## config.mk

```make
export PLATFORM = sky130hd
export DESIGN_NAME = exc_ctrl
export DESIGN_NICKNAME = d
export VERILOG_FILES = /design/src/rtl/exc_pkg.sv /design/src/rtl/exc_ctx_stack.sv /design/src/rtl/exc_arb.sv /design/src/rtl/exc_ctrl.sv
export SDC_FILE = /design/constraint.sdc
export NUM_CORES = 1
export LEC_CHECK = 0
export ABC_AREA = 1
export BUFFER_PORTS_ARGS = -buffer_cell sky130_fd_sc_hd__buf_2
export CORE_ASPECT_RATIO = 1.25
export CORE_MARGIN = 3
export CORE_UTILIZATION = 45
export DETAILED_ROUTE_END_ITERATION = 12
export PLACE_DENSITY = 0.67
export SYNTH_ARGS = -nofsm -noshare
export SYNTH_HDL_FRONTEND = slang
export SYNTH_SLANG_ARGS = --single-unit
```

## constraint.sdc

```tcl
create_clock -name clk_i -period 1.9 [get_ports clk_i]
set_input_delay 0.095 -clock clk_i [delete_from_list [all_inputs] [get_ports clk_i]]
set_output_delay 0.095 -clock clk_i [all_outputs]
set_load 0.05 [all_outputs]
```

## src/rtl/exc_pkg.sv

```systemverilog
package exc_pkg;
  localparam int VEC_W = 8;

  typedef enum logic [2:0] {
    MODE_USR = 3'd0,
    MODE_SVC = 3'd1,
    MODE_ABT = 3'd2,
    MODE_IRQ = 3'd3,
    MODE_FIQ = 3'd4
  } mode_e;

  typedef struct packed {
    mode_e mode;
    logic  fmask;
    logic  imask;
  } ctx_t;

  typedef enum logic [2:0] {
    ACT_NONE, ACT_RESET, ACT_RET, ACT_ABT, ACT_FIQ, ACT_IRQ
  } act_e;

  localparam logic [VEC_W-1:0] VEC_RST = 8'h00;
  localparam logic [VEC_W-1:0] VEC_ABT = 8'h10;
  localparam logic [VEC_W-1:0] VEC_IRQ = 8'h18;
  localparam logic [VEC_W-1:0] VEC_FIQ = 8'h1C;
endpackage

```

## src/rtl/exc_ctx_stack.sv

```systemverilog
module exc_ctx_stack
  import exc_pkg::*;
#(
  parameter int DEPTH = 4
) (
  input  logic clk_i,
  input  logic rst_ni,
  input  logic clear_i,
  input  logic push_i,
  input  logic pop_i,
  input  ctx_t push_data_i,
  output ctx_t top_o,
  output logic full_o,
  output logic empty_o
);
  localparam int CNT_W = $clog2(DEPTH + 1);
  localparam int IDX_W = (DEPTH > 1) ? $clog2(DEPTH) : 1;

  ctx_t             mem [DEPTH];
  logic [CNT_W-1:0] cnt_q;

  assign full_o  = (cnt_q == CNT_W'(DEPTH));
  assign empty_o = (cnt_q == '0);
  assign top_o   = empty_o ? ctx_t'('0) : mem[IDX_W'(cnt_q - CNT_W'(1))];

  for (genvar g = 0; g < DEPTH; g++) begin : g_entry
    always_ff @(posedge clk_i or negedge rst_ni) begin
      if (!rst_ni) mem[g] <= '0;
      else if (push_i && !full_o && !clear_i && cnt_q == CNT_W'(g)) mem[g] <= push_data_i;
    end
  end

  always_ff @(posedge clk_i or negedge rst_ni) begin
    if (!rst_ni)                    cnt_q <= '0;
    else if (clear_i)               cnt_q <= '0;
    else if (push_i && !full_o)     cnt_q <= cnt_q + CNT_W'(1);
    else if (pop_i && !empty_o)     cnt_q <= cnt_q - CNT_W'(1);
  end

  assert_push_grows_R9: assert property (@(posedge clk_i) disable iff (!rst_ni)
    (push_i && !full_o && !clear_i) |=> cnt_q == $past(cnt_q) + CNT_W'(1));

  assert_clear_empties_R1: assert property (@(posedge clk_i) disable iff (!rst_ni)
    clear_i |=> empty_o);
endmodule

```

## src/rtl/exc_arb.sv

```systemverilog
module exc_arb
  import exc_pkg::*;
(
  input  logic rst_req_i,
  input  logic abort_pend_i,
  input  logic fiq_i,
  input  logic irq_i,
  input  logic bnd_i,
  input  logic ret_i,
  input  logic fmask_i,
  input  logic imask_i,
  input  logic full_i,
  output act_e act_o
);
  // return beats abort; the abort is then held and taken next cycle
  always_comb begin
    act_o = ACT_NONE;
    if (rst_req_i)                                act_o = ACT_RESET;
    else if (ret_i)                               act_o = ACT_RET;
    else if (abort_pend_i && !full_i)             act_o = ACT_ABT;
    else if (bnd_i && fiq_i && !fmask_i && !full_i) act_o = ACT_FIQ;
    else if (bnd_i && irq_i && !imask_i && !full_i) act_o = ACT_IRQ;
  end
endmodule

```

## src/rtl/exc_ctrl.sv

```systemverilog
module exc_ctrl
  import exc_pkg::*;
#(
  parameter int DEPTH = 4
) (
  input  logic             clk_i,
  input  logic             rst_ni,
  input  logic             reset_req_i,
  input  logic             dabort_i,
  input  logic             fiq_i,
  input  logic             irq_i,
  input  logic             insn_bnd_i,
  input  logic             ret_i,
  output logic             take_o,
  output logic [VEC_W-1:0] vector_o,
  output logic [2:0]       mode_o,
  output logic             fiq_mask_o,
  output logic             irq_mask_o,
  output logic             push_o,
  output logic             pop_o
);
  mode_e            mode_q, mode_d;
  logic             fm_q, fm_d, im_q, im_d;
  logic             lat_q, lat_d;
  logic             take_q, take_d, push_q, pop_q;
  logic [VEC_W-1:0] vec_q, vec_d;
  logic             abort_pend, full, empty, st_push, st_pop, st_clear;
  ctx_t             top;
  act_e             act;

  assign abort_pend = dabort_i | lat_q;

  exc_arb i_arb (
    .rst_req_i   (reset_req_i),
    .abort_pend_i(abort_pend),
    .fiq_i       (fiq_i),
    .irq_i       (irq_i),
    .bnd_i       (insn_bnd_i),
    .ret_i       (ret_i),
    .fmask_i     (fm_q),
    .imask_i     (im_q),
    .full_i      (full),
    .act_o       (act)
  );

  assign st_push  = (act == ACT_ABT) || (act == ACT_FIQ) || (act == ACT_IRQ);
  assign st_pop   = (act == ACT_RET) && !empty;
  assign st_clear = (act == ACT_RESET);

  exc_ctx_stack #(.DEPTH(DEPTH)) i_stack (
    .clk_i      (clk_i),
    .rst_ni     (rst_ni),
    .clear_i    (st_clear),
    .push_i     (st_push),
    .pop_i      (st_pop),
    .push_data_i('{mode: mode_q, fmask: fm_q, imask: im_q}),
    .top_o      (top),
    .full_o     (full),
    .empty_o    (empty)
  );

  always_comb begin
    mode_d = mode_q;
    fm_d   = fm_q;
    im_d   = im_q;
    take_d = 1'b0;
    vec_d  = vec_q;
    lat_d  = abort_pend && (act != ACT_ABT) && (act != ACT_RESET);
    unique case (act)
      ACT_RESET: begin mode_d = MODE_SVC; fm_d = 1'b1; im_d = 1'b1; take_d = 1'b1; vec_d = VEC_RST; end
      ACT_RET: begin
        if (!empty) begin mode_d = top.mode; fm_d = top.fmask; im_d = top.imask; end
        else        begin mode_d = MODE_USR; fm_d = 1'b0;      im_d = 1'b0;      end
      end
      ACT_ABT: begin mode_d = MODE_ABT; im_d = 1'b1; take_d = 1'b1; vec_d = VEC_ABT; end
      ACT_FIQ: begin mode_d = MODE_FIQ; fm_d = 1'b1; im_d = 1'b1; take_d = 1'b1; vec_d = VEC_FIQ; end
      ACT_IRQ: begin mode_d = MODE_IRQ; im_d = 1'b1; take_d = 1'b1; vec_d = VEC_IRQ; end
      default: ;
    endcase
  end

  always_ff @(posedge clk_i or negedge rst_ni) begin
    if (!rst_ni) begin
      mode_q <= MODE_SVC;
      fm_q   <= 1'b1;
      im_q   <= 1'b1;
      lat_q  <= 1'b0;
      take_q <= 1'b0;
      vec_q  <= VEC_RST;
      push_q <= 1'b0;
      pop_q  <= 1'b0;
    end else begin
      mode_q <= mode_d;
      fm_q   <= fm_d;
      im_q   <= im_d;
      lat_q  <= lat_d;
      take_q <= take_d;
      vec_q  <= vec_d;
      push_q <= st_push;
      pop_q  <= st_pop;
    end
  end

  assign take_o     = take_q;
  assign vector_o   = vec_q;
  assign mode_o     = mode_q;
  assign fiq_mask_o = fm_q;
  assign irq_mask_o = im_q;
  assign push_o     = push_q;
  assign pop_o      = pop_q;

  assert_abort_keeps_fmask_R3: assert property (@(posedge clk_i) disable iff (!rst_ni)
    (take_d && vec_d == VEC_ABT) |=> (fm_q == $past(fm_q)) && im_q);

  assert_fiq_entry_masks_R5: assert property (@(posedge clk_i) disable iff (!rst_ni)
    (take_q && vec_q == VEC_FIQ) |-> (fm_q && im_q && mode_q == MODE_FIQ));

  assert_abort_not_lost_R4: assert property (@(posedge clk_i) disable iff (!rst_ni)
    dabort_i |=> ((take_q && vec_q == VEC_ABT) || lat_q || $past(reset_req_i)));

  assert_push_pop_excl_R9: assert property (@(posedge clk_i) disable iff (!rst_ni)
    !(push_q && pop_q));

  assert_reset_entry_R1: assert property (@(posedge clk_i) disable iff (!rst_ni)
    reset_req_i |=> (take_q && mode_q == MODE_SVC && !push_q && !lat_q));
endmodule

```

After elaboration in Yosys (flattened, before gate mapping)
Index checks and enable logic that the tools add are counted.

cells by class
  add/sub/neg operators = 2
  $mul = 0
  divide/modulo/power cells = 0
  magnitude comparators = 1
  equality and inequality tests = 11
  shift operators = 0
  mux-type cells = 19
  bitwise operators = 2
  reduce and logical (&&, ||, !) cells = 32

operator list
  operator                                                   number
  one-hot mux 8 bit (4 select lines)                         1
  two-way mux 3 bit                                          9
  logical AND 1 bit                                          17
  one-hot mux 3 bit (5 select lines)                         1
  == test 3 x 2 -> 1 bit (second input constant)             4
  binary-select mux 5 bit (select 2 bit)                     1
  two-way mux 5 bit                                          2
  == test 3 bit (second input constant)                      3
  == test 3 x 1 -> 1 bit (second input constant)             2
  zero test 1 bit                                            5
  nonzero test 5 bit                                         1
  one-hot mux 1 bit (2 select lines)                         2
  nonzero test 2 bit                                         2
  nonzero test 4 bit                                         1
  OR reduction 4 bit                                         1
  adder 3 x 1 -> 3 bit (second input constant)               1
  greater-or-equal comparator 3 bit (second input constant)  1
  zero test 3 bit                                            1
  two-way mux 1 bit                                          3
  != test 3 x 1 -> 1 bit (second input constant)             1
  != test 3 x 2 -> 1 bit (second input constant)             1
  inverter 2 -> 3 bit                                        1
  nonzero test 3 bit                                         1
  subtractor 3 x 1 -> 3 bit (second input constant)          1
  3 further kinds                                            4

storage, ports and cells
  bits in registers = 40
  latch bits = 0
  bits in writable memories = 0
  memory bits (read-only) = 0
  output and inout port bits = 16
  word-level logic and storage cells = 88
  memories = 0

Depth between registers and ports, before layout
Gate-level depths: netlist of run 1.

  depth after elaboration = 14
  depth in mapped cells = 11

Cells and area by module
A second synthesis of run 1 with hierarchy kept.

second synthesis, totals
  cell total of the unflattened synthesis = 251
  area total of the unflattened synthesis = 1928.1 um^2

by module, submodules not included
  module         instances  cells each  area each (um^2)  seq. area each (um^2)
  exc_ctx_stack  1          156         1252.5            575.6
  exc_ctrl       1          76          591.8             304.0
  exc_arb        1          19          83.8              0.0

Least setup slack after synthesis of run 1
OpenSTA, ideal clock, no wires.

  path type = register to register
  from = reg i_stack.cnt_q[0]
  to = reg i_stack.cnt_q[2]
  setup time = 0.118 ns
  data arrival time = 1.709 ns
  slack = 0.073 ns
  cell stages (with the launch flop) = 11
  buffers on the path = 1
  clock period less this slack = 1.827 ns
  cell sequence = dfrtp_1 inv_1 clkbuf_1 ha_1 inv_1 nor2_1 nor2_4 inv_2 nand3_1 nand3_1 nand2_1

on the way
  elaborated cells on any way between the ends = 28

RTL lines
  item                                   RTL line                                     source
  start: declaration                     exc_ctx_stack.sv:20                          logic [CNT_W-1:0] cnt_q;
  start signal: assignment               exc_ctx_stack.sv:36                          else if (push_i && !full_o) cnt_q <= cnt_q + CNT_W'(1);
  start signal: assignment               exc_ctx_stack.sv:37                          else if (pop_i && !empty_o) cnt_q <= cnt_q - CNT_W'(1);
  == test 3 bit                          exc_ctx_stack.sv:22                          assign full_o = (cnt_q == CNT_W'(DEPTH));
  zero test 1 bit                        exc_arb.sv:20, exc_arb.sv:21, exc_arb.sv:22
  logical AND 1 bit                      exc_arb.sv:22                                else if (bnd_i && irq_i && !imask_i && !full_i) act_o = ACT_IRQ;
  two-way mux 3 bit                      exc_arb.sv:22
  two-way mux 3 bit                      exc_arb.sv:21                                else if (bnd_i && fiq_i && !fmask_i && !full_i) act_o = ACT_FIQ;
  two-way mux 3 bit                      exc_arb.sv:20                                else if (abort_pend_i && !full_i) act_o = ACT_ABT;
  two-way mux 3 bit                      exc_arb.sv:19                                else if (ret_i) act_o = ACT_RET;
  two-way mux 3 bit                      exc_arb.sv:18                                if (rst_req_i) act_o = ACT_RESET;
  == test 3 x 2 -> 1 bit                 exc_ctrl.sv:47                               assign st_pop = (act == ACT_RET) && !empty;
  logical AND 1 bit *                    exc_ctrl.sv:47
  via i_stack.pop_i                      exc_ctx_stack.sv:10                          input logic pop_i,
  logical AND 1 bit *                    exc_ctx_stack.sv:37
  nonzero test 3 bit (no source line) *  -

Mark *: on every way through the listed nets, which the timed path passes. The rest lies on a longest branch. The select of a mux whose other input is x is not followed.
A chain may end at the register's enable or synchronous reset.

Worst setup path in the final report of run 1
  from = reg i_stack.cnt_q[1]
  to = reg i_stack.mem[7] in the netlist's numbering

on the way
  cells in the longest elaborated chain, start to end = 14
  elaborated cells on any way between the ends = 21

ends and longest elaborated chain
  item                                                     RTL line             source
  == test 3 bit                                            exc_ctx_stack.sv:22
  zero test 1 bit                                          -
  logical AND 1 bit                                        exc_arb.sv:22
  two-way mux 3 bit                                        exc_arb.sv:22
  two-way mux 3 bit                                        exc_arb.sv:21
  two-way mux 3 bit                                        exc_arb.sv:20
  two-way mux 3 bit                                        exc_arb.sv:19
  two-way mux 3 bit                                        exc_arb.sv:18
  == test 3 x 2 -> 1 bit or == test 3 bit (tied branches)  exc_ctrl.sv:46       assign st_push = (act == ACT_ABT) || (act == ACT_FIQ) || (act == ACT_IRQ);
  logical OR 1 bit (2 in series)                           exc_ctrl.sv:46
  logical AND 1 bit (2 in series)                          exc_ctx_stack.sv:29  else if (push_i && !full_o && !clear_i && cnt_q == CNT_W'(g)) mem[g] <= push_data_i;
  logical AND 1 bit *                                      exc_ctx_stack.sv:29
  end signal: indexed assignment                           exc_ctx_stack.sv:29
  end: declaration                                         exc_ctx_stack.sv:19  ctx_t mem [DEPTH];

Every way passes the cells marked *; elsewhere a longest branch is shown, timed or not.

==> flow_metrics.env, run 1 <==
export IMPL_status="finished clean"
export IMPL_finalClockSkew_ns=0.0119
export IMPL_die_area_um2=4910
export IMPL_grt_max_degree=36
export IMPL_ys_seq_elements=35
export IMPL_cts_tree="yes"
export IMPL_synth_enable_flop_cells=0
export IMPL_cts_buffer_depth=2
export IMPL_area_delta_synth_final_pct=15.3
export IMPL_yosysWarnings=0
export IMPL_setup_tns_ns=0
export IMPL_setup_violations_final=0
export IMPL_wire_per_inst_um=13.8
export IMPL_async_flop_share_pct=100
export IMPL_cts_sinks=35
export IMPL_final_core_util_pct=54.9
export IMPL_core_area_um2=3880
export IMPL_die_h_um=77.6
export IMPL_crit_type="reg2reg"
export IMPL_root_buffer="clkbuf_8"
export IMPL_holdCritStartpoint="insn_bnd_i"
export IMPL_yosysMostFrequentCell="nand2_1"
export IMPL_critical_path_required_ns=2.08
export IMPL_synth_top_cell_area_share_pct=43.4
export IMPL_yosys_top_cells_count="nand2_1, dfrtp_1, nand4_1, inv_1, nand3_1"
export IMPL_numCtsBuffers=5
export IMPL_min_to="mode_o[0]$_DFFE_PN1P_"
export IMPL_cpMostUsedCell="nand2_1"
export IMPL_critPathLaunchType="flip-flop"
export IMPL_rsz0062_at_grt="no"
export IMPL_p_int_w=0.00201
export IMPL_finalCritPeriodShare_pct=91.4
export IMPL_row_count=25
export IMPL_switching_power_w=0.00139
export IMPL_via_count=1526
export IMPL_worstPathArrival_ns=1.92
export IMPL_finalWorstPathRequiredPeriod_ns=1.74
export IMPL_syn_area_um2=1850
export IMPL_p_leak_nw=1.12
export IMPL_cp_end_kind="flip-flop"
export IMPL_dpl_hpwl_um=2980
export IMPL_hold_viol=0
export IMPL_hold_class="in2reg"
export IMPL_post_synth_top_area_cell="dfrtp_1"
export IMPL_first_global_vias=1480
export IMPL_drv_cap=0
export IMPL_fp_dieW_um=63.3
export IMPL_initial_core_util_pct=47.6
export IMPL_reg2reg_slack_ns=0.16
export IMPL_layout_nets=254
export IMPL_cp_slowest_cell="dfrtp_1"
export IMPL_io_buffer_count=18
export IMPL_yosysUniqueCellTypes=29
export IMPL_switching_share_pct=40.9
export IMPL_tightestPinTransition_ns=0.753
export IMPL_timing_rr_end="i_stack.mem[7]$_DFFE_PN0P_"
export IMPL_routed_wl_um=4060
export IMPL_htreeDepth=2
export IMPL_firstDrtPassIters=4
export IMPL_layout_drive_gt1_share_pct=21.6
export IMPL_min_path_cells=4
export IMPL_grt_pass1_wl_um=6820
export IMPL_powerDensity_nw_per_um2=1600
export IMPL_slew_headroom_pct=49.8
export IMPL_antenna_found_initial=0
export IMPL_p_clk_share_pct=23.4
export IMPL_pwr_share_seq_pct=34.6
export IMPL_clkTransAtPathRegs_ns=0.08
export IMPL_synthCells=214
export IMPL_synth_area_leaders="dfrtp_1, nand2_1, nand4_1"
export IMPL_insertion_delay_ns=0.29
export IMPL_grt_overflow=0
export IMPL_viasPerCell=5.17
export IMPL_grt_use_total_pct=18.0
export IMPL_vdd_drop_max_v=0.000770
export IMPL_worst_path_max_fanout=17
export IMPL_ys_flop_type="dfrtp_1"
export IMPL_fmax_ghz=0.576
export IMPL_reg2regPathDepth=10
export IMPL_power_frac_comb_pct=42.0
export IMPL_synth_avg_cell_area_um2=8.63
export IMPL_first_iter_violations=70
export IMPL_r2r_start="i_stack.cnt_q[1]$_DFFE_PN0P_"
export IMPL_routabilityCongestion=0.883
export IMPL_drc=0
export IMPL_diodes=0
export IMPL_ant_nets=0
export IMPL_worst_path_largest_cell_delay_ns=0.37
export IMPL_cp_cell_sequence="inv_1 -> ha_1 -> nand2_2 -> nand2_1 -> nor2_2 -> nand2_4 -> nand2_8 -> nand3_2 -> nand2_1 -> nand2_1"
export IMPL_design_portCount=24
export IMPL_final_max_slew_viol_count=0
export IMPL_synth_seq_area_share_pct=47.6
## critical path: cells and delay by family, from the launching register on
family	cells	cell delay (ns)
adder cells (fa/ha/maj)	1	0.21
buffers and inverters	1	0.09
flip-flops	1	0.37
AND/OR/NAND/NOR	8	0.95
## cell families after synthesis
| logic type | count (synthesis) | share of synthesized area, % |
|---|---|---|
| AO/OA/AOI/OAI | 31 | 9.35 |
| flip-flops | 35 | 47.6 |
| buffers and inverters | 29 | 8.27 |
| XOR/XNOR | 1 | 0.474 |
| other | 1 | 0.203 |
| adder cells (fa/ha/maj) | 6 | 4.06 |
| AND/OR/NAND/NOR | 111 | 30.0 |
## stage by stage
stage / hold WS, ns / instances / setup slack [ns] / power, W / cell area (um2)
CTS: 0.143 / 293 / 0.146 / 0.00338 / 2110
detailed placement: 0.213 / 284 / 0.172 / 0.00256 / 1970
finish: 0.138 / 295 / 0.163 / 0.00340 / 2130
global route: 0.190 / 295 / 0.00958 / 0.00366 / 2130
global placement: 0.215 / 284 / 0.225 / 0.00256 / 1970
floorplan: -0.201 / 218 / 0.0730 / 0.00220 / 1860
## per-layer routing
| layer | vias up | track usage [%] | routed length [um] |
|---|---|---|---|
| li1 | 748 | - | - |
| met1 | 723 | 23.1 | 1810 |
| met2 | 46 | 28.5 | 1950 |
| met3 | 9 | 4.78 | 219 |
| met4 | 0 | 8.21 | 79 |
| met5 | - | 0 | 0 |
## layout make-up
cell class / count / area, um2
clock buffers: 5 / 68.8
clock inverters: 3 / 67.6
fillers: 385 / 1750
inverters: 19 / 71.3
multi-input cells: 154 / 830
flip-flops and latches: 35 / 880
well taps: 54 / 67.6
repair buffers: 25 / 145
## power by group through the flow
stage | Sequential [W] | Clock (W) | Combinational (W)
6_report | 0.00118 | 0.000794 | 0.00143
3_3_place_gp | 0.00119 | 0 | 0.00137
3_5_place_dp | 0.00118 | 0 | 0.00139
5_1_grt | 0.00120 | 0.000857 | 0.00160
4_1_cts | 0.00117 | 0.000813 | 0.00139
2_1_floorplan | 0.00127 | 0 | 0.000926
## worst max-delay path by stage
| stage | startpoint | end | slack, ns | depth (start not counted) |
|---|---|---|---|---|
| floorplan | i_stack.cnt_q[0]$_DFFE_PN0P_ | i_stack.cnt_q[2]$_DFFE_PN0P_ | 0.07 | 10 |
| global placement | i_stack.cnt_q[1]$_DFFE_PN0P_ | i_stack.mem[6]$_DFFE_PN0P_ | 0.22 | 10 |
| detailed placement | i_stack.cnt_q[1]$_DFFE_PN0P_ | i_stack.mem[5]$_DFFE_PN0P_ | 0.17 | 10 |
| CTS | i_stack.cnt_q[1]$_DFFE_PN0P_ | i_stack.mem[7]$_DFFE_PN0P_ | 0.15 | 10 |
| global route | i_stack.cnt_q[1]$_DFFE_PN0P_ | i_stack.mem[5]$_DFFE_PN0P_ | 0.01 | 10 |
| finish | i_stack.cnt_q[1]$_DFFE_PN0P_ | i_stack.mem[7]$_DFFE_PN0P_ | 0.16 | 10 |
## state kept, by name, summed over array words and instances, names as in the netlist
name	flops
i_stack.mem	20
i_stack.cnt_q	3
mode_o	3
vector_o	3
fiq_mask_o	1
irq_mask_o	1
lat_q	1
pop_o	1
push_o	1
take_o	1
## repair_timing
item                                   CTS  global route
endpoints found under the hold margin   32             0
buffers inserted                         0             2
setup endpoints to repair                0             4
resized for setup                        0             0
hold buffers                             1             0
## cell usage in the layout, fill, tap and decap left out, drive strengths merged, types with 2 or more instances in the layout
cell    Yosys  final
a21oi       5      5
buf         8     24
bufinv      0      2
clkbuf      2      5
conb        1      5
dfrtp      32     32
dfstp       3      3
ha          6      6
inv        19     19
nand2      67     67
nand3      15     15
nand4      16     16
nor2       13     13
o21ai      22     22
o22ai       3      3
No activity file was read; power rests on OpenSTA's default activity.
==> inputs of run 2 (changes only) <==
Settings changed: PLACE_DENSITY 0.67 to not set, SLEW_MARGIN set to 20, SYNTH_HIERARCHICAL set to 1.
Clock period 1.9 ns to 1.79 ns, I/O delays scaled along.
==> run 2 against run 1 <==
Effect of this change:
- the run now ends with negative setup slack left
- die area grew 4.0%
- largest power group unchanged
- synthesized cell count grew 17%
- sequential power grew 3%
- clock skew shrank 0.0077 ns
- combinational power grew 57%
- final cell count grew 30%
- critical path depth grew 7
- power grew 18%
- fmax shrank 22%
==> flow_metrics.env, run 2 <==
export IMPL_layout_commonest_cell="nand2_1"
export IMPL_core_area_um2=4100
export IMPL_final_core_util_pct=68.6
export IMPL_post_synth_top_area_cell="dfrtp_1"
export IMPL_critPathLaunchType="flip-flop"
export IMPL_status="finished with violations"
export IMPL_hold_class="in2reg"
export IMPL_final_max_slew_viol_count=0
export IMPL_clkTransAtPathRegs_ns=0.07
export IMPL_firstDrtPassIters=4
export IMPL_switching_share_pct=44.7
export IMPL_p_clk_share_pct=13.9
export IMPL_viasPerCell=4.86
export IMPL_dpl_hpwl_um=3300
export IMPL_worst_path_max_fanout=7
export IMPL_hold_viol=0
export IMPL_setup_violations_final=34
export IMPL_area_delta_synth_final_pct=45.7
export IMPL_regMostFlops="i_stack/mem"
export IMPL_p_leak_nw=1.44
export IMPL_synth_adder_area_share_pct=3.89
export IMPL_p_int_w=0.00222
export IMPL_cts_sinks=35
export IMPL_register_area_um2=880
export IMPL_first_global_vias=1729
export IMPL_grt_overflow=0
export IMPL_cp_cell_sequence="inv_2 -> ha_4 -> nand2_4 -> inv_4 -> inv_4 -> a21oi_4 -> nand3_2 -> a21oi_4 -> inv_2 -> nand2_4 -> o21ai_4 -> buf_12 -> nand2_2 -> nand3_4 -> inv_1 -> nand2_1 -> nand2_1"
export IMPL_io_buffer_count=18
export IMPL_fp_dieW_um=64.5
export IMPL_synth_area_leaders="dfrtp_1, nand2_1, inv_1"
export IMPL_holdCritStartpoint="dabort_i"
export IMPL_drv_cap=0
export IMPL_synth_top_family_by_area="simple AND/OR/NAND/NOR gates"
export IMPL_finalCritPeriodShare_pct=125
export IMPL_cp_end_kind="flip-flop"
export IMPL_syn_area_um2=1930
export IMPL_cp_startpoint="i_stack/cnt_q[1]$_DFFE_PN0P_"
export IMPL_ys_seq_elements=35
export IMPL_root_buffer="clkbuf_8"
export IMPL_worst_slack_ns=-0.448
export IMPL_initial_core_util_pct=47.0
export IMPL_grt_use_total_pct=21.7
export IMPL_layout_common_cells="nand2_1, buf_4, dfrtp_1"
export IMPL_power_frac_comb_pct=55.8
export IMPL_finalWorstPathRequiredPeriod_ns=2.24
export IMPL_worst_path_largest_cell_delay_ns=0.40
export IMPL_fmax_ghz=0.447
export IMPL_ys_flop_type="dfrtp_1"
export IMPL_wire_per_inst_um=14.1
export IMPL_muxShareOfSynthArea_pct=0
export IMPL_numCtsBuffers=5
export IMPL_layout_nets=340
export IMPL_layout_drive_gt1_share_pct=40.1
export IMPL_pwr_share_seq_pct=30.3
export IMPL_antenna_found_initial=0
export IMPL_reg2reg_slack_ns=-0.45
export IMPL_holdWs_ns=0.0752
export IMPL_grt_pass1_wl_um=8440
export IMPL_synth_enable_flop_cells=0
export IMPL_vdd_drop_max_v=0.000786
export IMPL_violations="negative setup slack"
export IMPL_multi_input_area_um2=1060
export IMPL_finalClockSkew_ns=0.00419
export IMPL_die_h_um=79.2
export IMPL_synth_xor_area_share_pct=0
export IMPL_htreeDepth=2
export IMPL_cts_buffer_depth=2
export IMPL_cp_slowest_cell="dfrtp_1"
export IMPL_grt_max_degree=36
export IMPL_drc=0
export IMPL_yosysWarnings=6
export IMPL_synth_top_cell_area_share_pct=41.5
export IMPL_async_flop_share_pct=100
export IMPL_via_count=1863
export IMPL_powerDensity_nw_per_um2=1430
export IMPL_yosysUniqueCellTypes=22
export IMPL_synth_simple_area_share_pct=27.1
export IMPL_synth_avg_cell_area_um2=7.68
export IMPL_routabilityCongestion=0.820
export IMPL_worstPathArrival_ns=2.46
export IMPL_crit_type="reg2reg"
export IMPL_yosys_top_cells_count="nand2_1, inv_1, dfrtp_1, o21ai_0, nor2_1"
export IMPL_largest_reg_flops=20
export IMPL_switching_power_w=0.00179
export IMPL_synth_compound_area_share_pct=11.3
export IMPL_r2r_start="i_stack/cnt_q[1]$_DFFE_PN0P_"
export IMPL_fill_cells=348
export IMPL_ant_nets=0
export IMPL_critical_path_required_ns=2.01
export IMPL_cts_tree="yes"
export IMPL_die_area_um2=5110
export IMPL_insertion_delay_ns=0.29
export IMPL_first_iter_violations=95
export IMPL_routed_wl_um=5390
export IMPL_synthCells=251
export IMPL_rsz0062_at_grt="yes"
export IMPL_design_portCount=24
export IMPL_yosysMostFrequentCell="nand2_1"
export IMPL_synth_seq_area_share_pct=45.6
export IMPL_diodes=0
export IMPL_row_count=26
run 2: cell types whose count changed after synthesis, sizes merged, moves of 4 or more:
cell | previous run | this run
o21ai | 22 | 33
nand2 | 67 | 72
nand4 | 16 | 6
a21oi | 5 | 9
inv | 19 | 42
nor2 | 13 | 24
run 2: cell type report:
| class | count | area share (%) |
|---|---|---|
| Clock inverter | 3 | 0.534 |
| Tap cell | 56 | 2.49 |
| Multi-Input combinational cell | 170 | 37.7 |
| Timing Repair Buffer | 72 | 19.4 |
| Inverter | 42 | 6.14 |
| Clock buffer | 5 | 2.45 |
| Sequential cell | 35 | 31.3 |
run 2: through the flow:
stage	instance area (um2)	TNS [ns]	cells	setup WS [ns]	total power, W
3_3_place_gp	2340	-11.46	355	-0.474	0.00307
5_1_grt	2810	-15.67	383	-0.566	0.00433
6_report	2810	-11.89	383	-0.448	0.00402
2_1_floorplan	1990	-8.42	255	-0.371	0.00251
4_1_cts	2690	-8.15	376	-0.331	0.00390
3_5_place_dp	2340	-12.24	355	-0.548	0.00311
run 2: path summary, 6_finish.rpt:
kind | end | cells after the start
worst max-delay path | i_stack/cnt_q[0]$_DFFE_PN0P_ | 17
worst min-delay path | lat_q$_DFF_PN0_ | 3
worst max register to register | i_stack/cnt_q[0]$_DFFE_PN0P_ | 17
worst min register to register | vector_o[3]$_DFFE_PN0P_ | 2
max in group asynchronous | mode_o[0]$_DFFE_PN1P_ | 3
min in group asynchronous | take_o$_DFF_PN0_ | 3
run 2: routing by layer:
metal	part of all wire (%)	global-route usage, %	vias to the layer above
met1	44	29.3	890
li1	-	-	928
met4	2.7	7.19	0
met3	2.6	3.82	12
met5	0	0	-
met2	51	35.1	33
run 2: worst max-delay path, delay by kind of cell (launching register included):
| family | cells | cell delay, ns |
|---|---|---|
| AND/OR/NAND/NOR | 7 | 0.61 |
| buffers and inverters | 6 | 0.55 |
| flip-flops | 1 | 0.40 |
| AO/OA/AOI/OAI | 3 | 0.46 |
| adder cells (fa/ha/maj) | 1 | 0.15 |
run 2: power by group through the flow:
| stage | sequential [W] | clock [W] | combinational (W) |
|---|---|---|---|
| 2_1_floorplan | 0.00134 | 0 | 0.00118 |
| 5_1_grt | 0.00125 | 0.000606 | 0.00248 |
| 3_3_place_gp | 0.00122 | 0 | 0.00185 |
| 3_5_place_dp | 0.00122 | 0 | 0.00189 |
| 4_1_cts | 0.00122 | 0.000570 | 0.00211 |
| 6_report | 0.00122 | 0.000558 | 0.00224 |
run 2: cell families (layout without fill, tap and decap cells):
group | Yosys count | after routing
AOI/OAI and AO/OA | 42 | 42
adders and majority gates | 6 | 6
buffers and inverters | 51 | 122
DFF | 35 | 35
other | 1 | 5
and+or+nand+nor | 116 | 117
run 2: timing repair:
action                                 4_1_cts  5_1_grt
gates cloned                                 1        0
pin swaps                                   14       13
endpoints found under the hold margin       32        0
setup endpoints to repair                   33       34
setup buffers                               13        8
hold buffers                                 1        0
resized for setup                           48       25
==> inputs of run 3 (changes only) <==
Settings changed: PLACE_DENSITY set to 0.67.
Clock period 1.79 ns to 1.9 ns, I/O delays scaled along.
==> run 3 against run 2 <==
Effect of this change:
- the flow still finishes with violations (negative setup slack)
- final cell count shrank 2.6%
- sequential power fell by 6%
- utilization increased by 0.15 points
- non-clock buffer count down 12
==> flow_metrics.env, run 3 (synthesized netlist as in run 2, its figures left out) <==
export IMPL_numCtsBuffers=5
export IMPL_power_frac_comb_pct=53.8
export IMPL_powerDensity_nw_per_um2=1420
export IMPL_fmax_ghz=0.467
export IMPL_p_leak_nw=1.42
export IMPL_vdd_drop_max_v=0.000879
export IMPL_root_buffer="clkbuf_8"
export IMPL_p_int_w=0.00226
export IMPL_layout_commonest_cell="nand2_1"
export IMPL_setup_violations_final=29
export IMPL_dpl_hpwl_um=3110
export IMPL_tightestPinTransition_ns=0.798
export IMPL_core_area_um2=4100
export IMPL_finalClockSkew_ns=0.00296
export IMPL_reg2reg_slack_ns=-0.24
export IMPL_fin_area_um2=2820
export IMPL_worst_slack_ns=-0.240
export IMPL_cts_tree="yes"
export IMPL_status="finished with violations"
export IMPL_hold_viol=0
export IMPL_insertion_delay_ns=0.29
export IMPL_htreeDepth=2
export IMPL_fp_dieW_um=64.5
export IMPL_reg2regPathDepth=17
export IMPL_viasPerCell=4.87
export IMPL_antenna_found_initial=0
export IMPL_die_area_um2=5110
export IMPL_timing_rr_end="i_stack/cnt_q[0]$_DFFE_PN0P_"
export IMPL_grt_pass1_wl_um=7920
export IMPL_die_h_um=79.2
export IMPL_first_global_vias=1688
export IMPL_worst_path_max_fanout=8
export IMPL_area_delta_synth_final_pct=46.1
export IMPL_r2r_start="i_stack/cnt_q[1]$_DFFE_PN0P_"
export IMPL_min_to="lat_q$_DFF_PN0_"
export IMPL_placed_cell_area_um2=2280
export IMPL_regMostFlops="i_stack/mem"
export IMPL_via_count=1818
export IMPL_hold_class="in2reg"
export IMPL_grt_overflow=0
export IMPL_cp_end_kind="flip-flop"
export IMPL_firstDrtPassIters=4
export IMPL_layout_nets=330
export IMPL_layout_drive_gt1_share_pct=40.7
export IMPL_critPathLaunchType="flip-flop"
export IMPL_cts_buffer_depth=2
export IMPL_violations="negative setup slack"
export IMPL_rsz0062_at_grt="yes"
export IMPL_crit_type="reg2reg"
export IMPL_largest_reg_flops=20
export IMPL_worstPathArrival_ns=2.32
export IMPL_slew_headroom_pct=46.8
export IMPL_grt_use_total_pct=20.4
export IMPL_io_buffer_count=18
export IMPL_ant_nets=0
export IMPL_initial_core_util_pct=47.0
export IMPL_design_portCount=24
export IMPL_diodes=0
export IMPL_min_path_cells=3
export IMPL_first_iter_violations=128
export IMPL_critical_path_required_ns=2.08
export IMPL_final_max_slew_viol_count=0
export IMPL_p_clk_share_pct=17.4
export IMPL_drv_cap=0
export IMPL_finalWorstPathRequiredPeriod_ns=2.14
export IMPL_layout_common_cells="nand2_1, buf_4, dfrtp_1"
export IMPL_routabilityCongestion=0.897
export IMPL_clkTransAtPathRegs_ns=0.07
export IMPL_switching_share_pct=43.4
export IMPL_holdWs_ns=0.0874
export IMPL_routed_wl_um=5340
export IMPL_pwr_share_seq_pct=28.8
export IMPL_wire_per_inst_um=14.3
export IMPL_finalCritPeriodShare_pct=113
export IMPL_holdCritStartpoint="dabort_i"
export IMPL_grt_max_degree=36
export IMPL_drc=0
export IMPL_row_count=26
export IMPL_cts_sinks=35
export IMPL_switching_power_w=0.00173
-- run 3: area by class of cell --
type / count / area, um2
Clock buffer: 6 / 82.6
Clock inverter: 2 / 35.0
Sequential cell: 35 / 880
Multi-Input combinational cell: 171 / 1110
Timing Repair Buffer: 60 / 443
Tap cell: 56 / 70.1
Inverter: 42 / 193
Timing Repair inverter: 1 / 7.51
Fill cell: 322 / 1280
-- run 3: how the worst max path moves through the flow --
| stage | startpoint | to | slack (ns) |
|---|---|---|---|
| 2_1_floorplan | i_stack/cnt_q[0]$_DFFE_PN0P_ | i_stack/mem[3]$_DFFE_PN0P_ | -0.26 |
| 3_3_place_gp | i_stack/cnt_q[1]$_DFFE_PN0P_ | i_stack/mem[15]$_DFFE_PN0P_ | -0.32 |
| 3_5_place_dp | i_stack/cnt_q[1]$_DFFE_PN0P_ | i_stack/mem[19]$_DFFE_PN0P_ | -0.35 |
| 4_1_cts | i_stack/cnt_q[0]$_DFFE_PN0P_ | i_stack/mem[4]$_DFFE_PN0P_ | -0.20 |
| 5_1_grt | i_stack/cnt_q[1]$_DFFE_PN0P_ | i_stack/cnt_q[1]$_DFFE_PN0P_ | -0.35 |
| 6_report | i_stack/cnt_q[1]$_DFFE_PN0P_ | i_stack/cnt_q[0]$_DFFE_PN0P_ | -0.24 |
-- run 3: power by group through the flow --
stage	clock [W]	combinational, W	sequential, W
floorplan	0	0.00111	0.00126
global placement	0	0.00165	0.00115
detailed placement	0	0.00167	0.00116
CTS	0.000705	0.00194	0.00114
global route	0.000742	0.00236	0.00118
finish	0.000693	0.00215	0.00115
-- run 3: critical path, cell delays in order, from the launching register on --
cell and delay (ns):
dfrtp_1 0.39, inv_2 0.08, ha_4 0.15, nand2_4 0.06, inv_4 0.07, inv_4 0.04, a21oi_4 0.15, nand3_2 0.11
a21oi_4 0.20, buf_6 0.15, inv_6 0.04, nand2_4 0.06, o21ai_4 0.06, buf_12 0.15, nand2_8 0.07, nand3_4 0.10
nand3_1 0.08, nand2_1 0.05
-- run 3: timing repair --
item | 4_1_cts | 5_1_grt
pin swaps | 17 | 22
endpoints found under the setup margin | 31 | 34
gates cloned | 3 | 0
resized for setup | 41 | 43
hold buffers | 1 | 0
setup buffers | 11 | 6
endpoints found under the hold margin | 32 | 0
-- run 3: stage by stage --
stage	utilization, %	setup TNS [ns]	power, W	instances	worst slack [ns]
final	68.7	-5.31	0.00399	373	-0.240
after detailed placement	55.6	-6.92	0.00283	346	-0.350
after global placement	55.6	-6.78	0.00280	346	-0.320
after floorplan	-	-5.71	0.00236	255	-0.261
after global routing	68.7	-8.79	0.00428	373	-0.354
after CTS	64.2	-4.43	0.00379	367	-0.200
-- run 3: metal layers --
layer | GRT usage (%) | wire [um]
met5 | 0 | 0
met4 | 8.46 | 89
met3 | 4.81 | 157
met2 | 33.8 | 2800
met1 | 25.5 | 2290
